[src/rtl/quad_hif_pkg.sv]
package quad_hif_pkg;
  localparam int QW = 32;
  localparam int AW = 8;

  typedef struct packed {
    logic          wr;
    logic          a8;
    logic [AW-1:0] addr;
  } acc_t;
endpackage

[src/rtl/quad_hif_decode.sv]
module quad_hif_decode
  import quad_hif_pkg::*;
(
  input  logic          clk_i,
  input  logic          rst_ni,
  input  logic          mux_i,
  input  logic          ale_i,
  input  logic          cs_ni,
  input  logic          wr_ni,
  input  logic          rd_ni,
  input  logic [AW-1:0] addr_i,
  input  logic          a8_i,
  input  logic [7:0]    ad_i,
  output logic          ev_o,
  output acc_t          acc_o,
  output logic [AW-1:0] cur_addr_o,
  output logic          rd_drive_o
);
  logic          strobe, strobe_q, is_wr;
  logic [AW-1:0] ale_addr_q;
  logic          rd_act_q;

  // write strobe wins when both are low
  assign is_wr  = ~wr_ni;
  assign strobe = ~cs_ni & (~wr_ni | ~rd_ni);
  assign ev_o   = strobe & ~strobe_q;

  assign acc_o.wr   = is_wr;
  assign acc_o.a8   = a8_i;
  assign acc_o.addr = mux_i ? ale_addr_q : addr_i;

  always_ff @(posedge clk_i or negedge rst_ni) begin
    if (!rst_ni) begin
      strobe_q   <= 1'b0;
      ale_addr_q <= '0;
      rd_act_q   <= 1'b0;
      cur_addr_o <= '0;
    end else begin
      strobe_q <= strobe;
      if (ale_i) ale_addr_q <= ad_i;
      if (ev_o) cur_addr_o <= acc_o.addr;
      if (!strobe)              rd_act_q <= 1'b0;
      else if (ev_o && !is_wr)  rd_act_q <= 1'b1;
    end
  end

  assign rd_drive_o = rd_act_q & strobe & ~is_wr;
endmodule

[src/rtl/quad_hif_lanes.sv]
module quad_hif_lanes
  import quad_hif_pkg::*;
(
  input  logic          bus16_i,
  input  logic [QW-1:0] wr_hold_i,
  input  logic [15:0]   wr_data_i,
  input  logic [1:0]    wr_lane_i,
  output logic [QW-1:0] merged_o,
  input  logic [QW-1:0] rd_hold_i,
  input  logic [1:0]    rd_lane_i,
  output logic [7:0]    rd_lo_o,
  output logic [7:0]    rd_hi_o
);
  always_comb begin
    merged_o = wr_hold_i;
    if (bus16_i) merged_o[{wr_lane_i[1], 4'b0000} +: 16] = wr_data_i;
    else         merged_o[{wr_lane_i, 3'b000} +: 8]      = wr_data_i[7:0];
  end

  logic lo_sel;
  assign lo_sel  = bus16_i ? 1'b0 : rd_lane_i[0];
  assign rd_lo_o = rd_hold_i[{rd_lane_i[1], lo_sel, 3'b000} +: 8];
  assign rd_hi_o = bus16_i ? rd_hold_i[{rd_lane_i[1], 1'b1, 3'b000} +: 8] : 8'h00;
endmodule

[src/rtl/quad_hif_regs.sv]
module quad_hif_regs
  import quad_hif_pkg::*;
#(
  parameter int NREG    = 4,
  parameter int IRQ_IDX = 3,
  parameter int IRQ_W   = 8
) (
  input  logic              clk_i,
  input  logic              rst_ni,
  input  logic              we_i,
  input  logic [AW-3:0]     widx_i,
  input  logic [QW-1:0]     wdata_i,
  input  logic [AW-3:0]     ridx_i,
  output logic [QW-1:0]     rdata_o,
  input  logic [IRQ_W-1:0]  irq_set_i,
  output logic [IRQ_W-1:0]  pend_o
);
  localparam int IDXW = AW - 2;

  logic [QW-1:0] rd_vec [NREG];

  for (genvar i = 0; i < NREG; i++) begin : g_reg
    logic hit;
    assign hit = we_i && (widx_i == IDXW'(i));
    if (i == IRQ_IDX) begin : g_irq
      logic [IRQ_W-1:0] pend_q;
      logic [IRQ_W-1:0] clr;
      assign clr = hit ? wdata_i[IRQ_W-1:0] : '0;
      always_ff @(posedge clk_i or negedge rst_ni) begin
        if (!rst_ni) pend_q <= '0;
        else         pend_q <= (pend_q & ~clr) | irq_set_i;
      end
      assign rd_vec[i] = {{(QW-IRQ_W){1'b0}}, pend_q};
      assign pend_o    = pend_q;
    end else begin : g_plain
      logic [QW-1:0] q;
      always_ff @(posedge clk_i or negedge rst_ni) begin
        if (!rst_ni)  q <= '0;
        else if (hit) q <= wdata_i;
      end
      assign rd_vec[i] = q;
    end
  end

  always_comb begin
    rdata_o = '0;
    for (int i = 0; i < NREG; i++)
      if (ridx_i == IDXW'(i)) rdata_o = rd_vec[i];
  end
endmodule

[src/rtl/quad_hif.sv]
module quad_hif
  import quad_hif_pkg::*;
#(
  parameter int NREG    = 4,
  parameter int IRQ_IDX = 3,
  parameter int IRQ_W   = 8
) (
  input  logic             clk_i,
  input  logic             rst_ni,
  input  logic             bus16_i,
  input  logic             mux_i,
  input  logic             ale_i,
  input  logic             cs_ni,
  input  logic             wr_ni,
  input  logic             rd_ni,
  input  logic [7:0]       addr_i,
  input  logic             a8_i,
  input  logic [7:0]       ad_i,
  input  logic [7:0]       d_hi_i,
  output logic [7:0]       ad_o,
  output logic [7:0]       d_hi_o,
  output logic             ad_oe_o,
  output logic             d_hi_oe_o,
  output logic             wait_o,
  output logic             int_oe_o,
  input  logic [IRQ_W-1:0] irq_set_i
);
  logic          ev, rd_drive;
  acc_t          acc;
  logic [AW-1:0] cur_addr;
  logic [QW-1:0] wr_hold_q, rd_hold_q, merged, rdata;
  logic [IRQ_W-1:0] pend;
  logic          wait_q, commit, fetch;

  quad_hif_decode u_dec (
    .clk_i      (clk_i),
    .rst_ni     (rst_ni),
    .mux_i      (mux_i),
    .ale_i      (ale_i),
    .cs_ni      (cs_ni),
    .wr_ni      (wr_ni),
    .rd_ni      (rd_ni),
    .addr_i     (addr_i),
    .a8_i       (a8_i),
    .ad_i       (ad_i),
    .ev_o       (ev),
    .acc_o      (acc),
    .cur_addr_o (cur_addr),
    .rd_drive_o (rd_drive)
  );

  quad_hif_lanes u_lanes (
    .bus16_i   (bus16_i),
    .wr_hold_i (wr_hold_q),
    .wr_data_i ({d_hi_i, ad_i}),
    .wr_lane_i (acc.addr[1:0]),
    .merged_o  (merged),
    .rd_hold_i (rd_hold_q),
    .rd_lane_i (cur_addr[1:0]),
    .rd_lo_o   (ad_o),
    .rd_hi_o   (d_hi_o)
  );

  assign commit = ev & acc.wr & acc.a8;
  assign fetch  = ev & ~acc.wr & acc.a8;

  quad_hif_regs #(
    .NREG    (NREG),
    .IRQ_IDX (IRQ_IDX),
    .IRQ_W   (IRQ_W)
  ) u_regs (
    .clk_i     (clk_i),
    .rst_ni    (rst_ni),
    .we_i      (commit),
    .widx_i    (acc.addr[AW-1:2]),
    .wdata_i   (merged),
    .ridx_i    (acc.addr[AW-1:2]),
    .rdata_o   (rdata),
    .irq_set_i (irq_set_i),
    .pend_o    (pend)
  );

  always_ff @(posedge clk_i or negedge rst_ni) begin
    if (!rst_ni) begin
      wr_hold_q <= '0;
      rd_hold_q <= '0;
      wait_q    <= 1'b0;
    end else begin
      wait_q <= ev & acc.a8;
      if (ev && acc.wr) wr_hold_q <= merged;
      if (fetch)        rd_hold_q <= rdata;
    end
  end

  assign wait_o    = wait_q;
  assign ad_oe_o   = rd_drive;
  assign d_hi_oe_o = rd_drive & bus16_i;
  assign int_oe_o  = |pend;
endmodule

[config.mk]
export PLATFORM = sky130hd
export DESIGN_NAME = quad_hif
export DESIGN_NICKNAME = d
export VERILOG_FILES = /design/src/rtl/quad_hif_pkg.sv /design/src/rtl/quad_hif_decode.sv /design/src/rtl/quad_hif_lanes.sv /design/src/rtl/quad_hif_regs.sv /design/src/rtl/quad_hif.sv
export SDC_FILE = /design/constraint.sdc
export NUM_CORES = 1
export LEC_CHECK = 0
export ABC_AREA = 1
export CAP_MARGIN = 25
export CORE_MARGIN = 2
export CORE_UTILIZATION = 30
export CTS_BUF_LIST = sky130_fd_sc_hd__clkbuf_4 sky130_fd_sc_hd__clkbuf_8
export DETAILED_ROUTE_END_ITERATION = 10
export SYNTH_ARGS = -nofsm -noshare
export SYNTH_HDL_FRONTEND = slang
export SYNTH_SLANG_ARGS = --single-unit
export TNS_END_PERCENT = 20
[constraint.sdc]
create_clock -name clk_i -period 3.1 [get_ports clk_i]
set_input_delay 0.775 -clock clk_i [delete_from_list [all_inputs] [get_ports clk_i]]
set_output_delay 0.775 -clock clk_i [all_outputs]
set_load 0.02 [all_outputs]
=== Word-level counts from Yosys, hierarchy flattened ===
Index checks and enable logic that the tools add are counted.

* Register bits after elaboration: 181
* Input port bits: 41
* Output and inout bits: 20
* Word-level logic and storage cells: 62

* Add/sub/neg operators: 2
* Eq/ne operators: 4
* Shift operators: 6
* Multiplexer cells: 13
* Bitwise operators: 18
* Reduce and logical (&&, ||, !) cells: 8

{| class="wikitable"
|+ Operator list
! kind !! number
|-
| 2-to-1 mux 32 bit || 5
|-
| bitwise mux 32 bit || 2
|-
| indexed part select 32 x 6 -> 8 bit || 2
|-
| variable shift 16 x 7 -> 32 bit (first input constant) || 1
|-
| variable shift 8 x 7 -> 32 bit (first input constant) || 1
|-
| indexed part select 16 x 7 -> 32 bit || 1
|-
| indexed part select 8 x 7 -> 32 bit || 1
|-
| 2-to-1 mux 8 bit || 3
|-
| negation 5 -> 7 bit || 2
|-
| equality test 6 x 2 -> 1 bit (second input constant) || 2
|-
| bitwise AND 1 bit || 10
|-
| bitwise AND 8 bit || 1
|-
| inverter 8 bit || 1
|-
| bitwise OR 8 bit || 1
|-
| OR reduction 8 bit || 1
|-
| equality test 6 x 1 -> 1 bit (second input constant) || 1
|-
| logical AND 1 bit || 6
|-
| logical NOT 6 bit || 1
|-
| inverter 1 bit || 4
|-
| 2-to-1 mux 1 bit || 3
|-
| inequality test 2 bit (second input constant) || 1
|-
| bitwise OR 1 bit || 1
|}

=== Longest topological paths before layout ===
* Word-level depth: 11
* Depth in mapped cells: 16
* Depth with buffers taken out: 14

=== Cells and area by module ===
Synthesis repeated with hierarchy kept, for this count alone.

* Cells, all modules: 1,341
* Area, all modules: 10,109.7 um2

{| class="wikitable"
|+ Modules (own cells, without submodules)
! module !! times used !! cells each !! area each (um2) !! sequential area each (um2)
|-
| quad_hif_regs || 1 || 560 || 4,863.4 || 2,602.5
|-
| quad_hif || 1 || 304 || 2,728.9 || 1,626.6
|-
| quad_hif_lanes || 1 || 372 || 1,702.9 || 0.0
|-
| quad_hif_decode || 1 || 105 || 814.5 || 450.4
|}

=== Least setup slack after synthesis ===
No wires, ideal clock.

* Path kind: input port to output port
* From: in bus16_i
* To: out d_hi_oe_o
* Data arrival time: 2,002 ps
* Data required time: 2,325 ps
* Setup slack: 323 ps
* Cell stages on the path: 5
* Buffers on the path: 3
* Cells stage by stage: clkbuf_1 -> inv_1 -> clkbuf_1 -> clkbuf_1 -> nor3_1

* Longest elaborated chain between the ends: 1

{| class="wikitable"
|+ Ends and longest elaborated chain
! what !! RTL line !! text
|-
| start: declaration || quad_hif.sv:10 || <nowiki>input logic bus16_i,</nowiki>
|-
| bitwise AND 1 bit || quad_hif.sv:97 || <nowiki>assign d_hi_oe_o = rd_drive & bus16_i;</nowiki>
|-
| end: declaration || quad_hif.sv:23 || <nowiki>output logic d_hi_oe_o,</nowiki>
|}

No other way between the ends.

=== Final worst setup path ===
* From: in bus16_i
* To: out ad_o[0]

* Longest elaborated chain between the ends: 2

{| class="wikitable"
|+ Ends and longest elaborated chain
! what !! RTL line !! text
|-
| 2-to-1 mux 1 bit || quad_hif_lanes.sv:21 || <nowiki>assign lo_sel = bus16_i ? 1'b0 : rd_lane_i[0];</nowiki>
|-
| indexed part select 32 x 6 -> 8 bit || quad_hif_lanes.sv:22 || <nowiki>assign rd_lo_o = rd_hold_i[{rd_lane_i[1], lo_sel, 3'b000} +: 8];</nowiki>
|-
| end: declaration || quad_hif.sv:20 || <nowiki>output logic [7:0] ad_o,</nowiki>
|}

No other way between the ends.

==> flow_metrics.env <==
export IMPL_outcome="finished clean"
export IMPL_power_density_nw_per_um2=501.3
export IMPL_cts_hold_buf=0
export IMPL_cts_tree="done"
export IMPL_synth_edf_count=0
export IMPL_htreeDepth=4
export IMPL_hold_ws_ns=0.2597
export IMPL_die_w_um=177.7
export IMPL_dieArea_um2=31560
export IMPL_routed_via_density=4.795
export IMPL_max_cap_viol_count=0
export IMPL_async_flop_share_pct=100.0
export IMPL_drive_gt1_share_pct=8.346
export IMPL_finalHoldViolations=0
export IMPL_fill_cells=3170
export IMPL_cts_buffer_depth=2
export IMPL_worst_pin_slew_ns=0.6403
export IMPL_clk_latency_ns=0.49
export IMPL_dr_pass1_iters=5
export IMPL_hpwl_um=17140
export IMPL_drt_iter0_markers=772
export IMPL_synth_top_cell_area_share_pct=50.06
export IMPL_wl_per_cell_um=14.95
export IMPL_syn_avg_cell_area_um2=7.577
export IMPL_synthCells=1194
export IMPL_rsz0062_at_grt="no"
export IMPL_slew_violations=0
export IMPL_vias=7959
export IMPL_yosysTopAreaCell="dfrtp_1"
export IMPL_timing_slew_headroom_pct=57.32
export IMPL_power_leakage_nw=5.291
export IMPL_antenna_found_initial=1
export IMPL_required_ns=2.32
export IMPL_cp_start_kind="primary input"
export IMPL_skew_ns=0.02172
export IMPL_utilization_pct=36.02
export IMPL_synth_cell_type_count=32
export IMPL_grt_max_degree=63
export IMPL_fin_crit_ns=3.026
export IMPL_diodes=0
export IMPL_grt_pass1_wl_um=40570
export IMPL_clk_pin_slew_ns=0.12
export IMPL_yosys_warnings=0
export IMPL_synth_area_um2=9047
export IMPL_max_freq_mhz=330.5
export IMPL_synth_most_common_cell="nand2_1"
export IMPL_numCtsBuffers=17
export IMPL_place_gp_congestion=0.8132
export IMPL_hold_class="primary input to async pin"
export IMPL_synth_seq_cells=181
export IMPL_track_usage_pct=16.37
export IMPL_portBuffers=60
export IMPL_drcViolationCount=0
export IMPL_nets=1302
export IMPL_grt_pass1_vias=7433
export IMPL_die_h_um=177.7
export IMPL_post_cts_setup_buffers=0
export IMPL_peakVddDrop_uv=247.2
export IMPL_clock_sinks=181
export IMPL_initial_utilization_pct=30.53
export IMPL_crit_path_max_fanout=16
export IMPL_finalCritPeriodShare_pct=97.61
export IMPL_synth_common_cells="533 x nand2_1, 181 x dfrtp_1, 104 x o21ai_0, 60 x nand3_1, 57 x nor2_1"
export IMPL_syn_to_final_growth_pct=17.99
export IMPL_synth_flop_cell="dfrtp_1"
export IMPL_fp_row_count=63
export IMPL_drt_total_wl_um=24820
export IMPL_core_area_um2=29640
export IMPL_postRouteAntennaNets=0
export IMPL_worstSetupPathType="primary input to output port"
export IMPL_ios=61
export IMPL_cp_end_kind="output port"
export IMPL_ys_seq_area_share_pct=50.06
export IMPL_critPathArrivalTime_ns=2.25
export IMPL_setup_viol=0
export IMPL_grt_ovfl_total=0
export IMPL_root_buffer="clkbuf_8"
export IMPL_yosys_top_cells_area="dfrtp_1 50%, nand2_1 22%, o21ai_0 5.8%"
export IMPL_synth_nets=1239
timing repair:
item	4_1_cts	5_1_grt
gates resized for setup	14	9
setup endpoints to repair	17	8
hold endpoints to repair	0	0
worst max-delay path: stages:
cell and delay, ns:
clkdlybuf4s50_1 0.53, inv_2 0.11, nand2_1 0.13, buf_12 0.14
o21ai_0 0.08, o22ai_1 0.14, dlygate4sd2_1 0.35
metal layers:
layer	global-route usage [%]	share of wire, %	vias up
li1	-	-	3975
met1	25.90	54	3748
met2	22.67	41	220
met3	3.063	4.9	16
met4	3.689	0.97	0
met5	0	0	-
kinds of logic after synthesis:
kind of cell	share of synthesized area (%)
AOI/OAI and AO/OA	12.23
adders and majority gates	0.5532
buffers and inverters	6.209
DFF	50.06
muxes	0.5532
and+or+nand+nor	30.40
power breakdown:
part | internal [mW] | total, mW | switching, mW
combinational | 0.355 | 1.00 | 0.644
clock | 0.688 | 1.69 | 1.00
sequential | 2.54 | 2.66 | 0.118
total | 3.59 | 5.35 | 1.76
final cells by class:
class	instances	area, µm²	area share (%)
repair buffers	109	1065	9.974
well taps	390	488.0	4.571
inverters	56	212.7	1.993
flip-flops and latches	181	4529	42.43
clock inverters	15	185.2	1.735
multi-input cells	892	3961	37.11
clock buffers	17	234.0	2.192
flip-flops by register name, summed over array words and instances (netlist names):
register,cells
rd_hold_q,32
u_dec.strobe_q,1
u_regs.pend_o,8
u_regs.g.g_plain.q,96
u_dec.ale_addr_q,8
wait_o,1
u_dec.rd_act_q,1
u_dec.cur_addr_o,2
wr_hold_q,32
per-stage QoR:
stage | power, mW | instances | worst slack (ns) | instance area (µm²) | setup TNS (ns)
2_1_floorplan | 3.269 | 1194 | 0.3225 | 9047 | 0
3_3_place_gp | 3.703 | 1628 | -0.2626 | 10260 | -2.160
3_5_place_dp | 3.722 | 1628 | -0.2612 | 10260 | -2.394
5_1_grt | 5.640 | 1660 | 0.0009117 | 10680 | 0
6_report | 5.352 | 1660 | 0.07398 | 10680 | 0
4_1_cts | 5.399 | 1660 | 0.02691 | 10660 | 0
layout by cell type, fill, tap and decap left out, types with 15 or more instances in the layout:
cell type	n
dfrtp_1	181
clkbuf_8	17
nand3_1	60
a21oi_1	32
inv_1	47
nand4_1	16
nand2_1	533
nor2_1	55
o21ai_1	28
buf_4	41
clkdlybuf4s50_1	41
o21ai_0	104
o211ai_1	15
path summary, 6_finish.rpt:
kind,end,slack [ns],cells past startpoint,start
worst min register to register,u_regs.g_reg[1].g_plain.q[3],0.49,2,u_regs.g_reg[1].g_plain.q[3]
max in group asynchronous,wr_hold_q[15],2.00,2,rst_ni
worst max-delay path,ad_o[0],0.07,7,bus16_i
worst max register to register,u_regs.pend_o[1],1.06,13,u_dec.ale_addr_q[1]
min in group clk_i,u_regs.g_reg[1].g_plain.q[3],0.49,2,u_regs.g_reg[1].g_plain.q[3]
worst min-delay path,u_regs.pend_o[5],0.26,1,rst_ni
No activity file was read; power rests on OpenSTA's default activity.
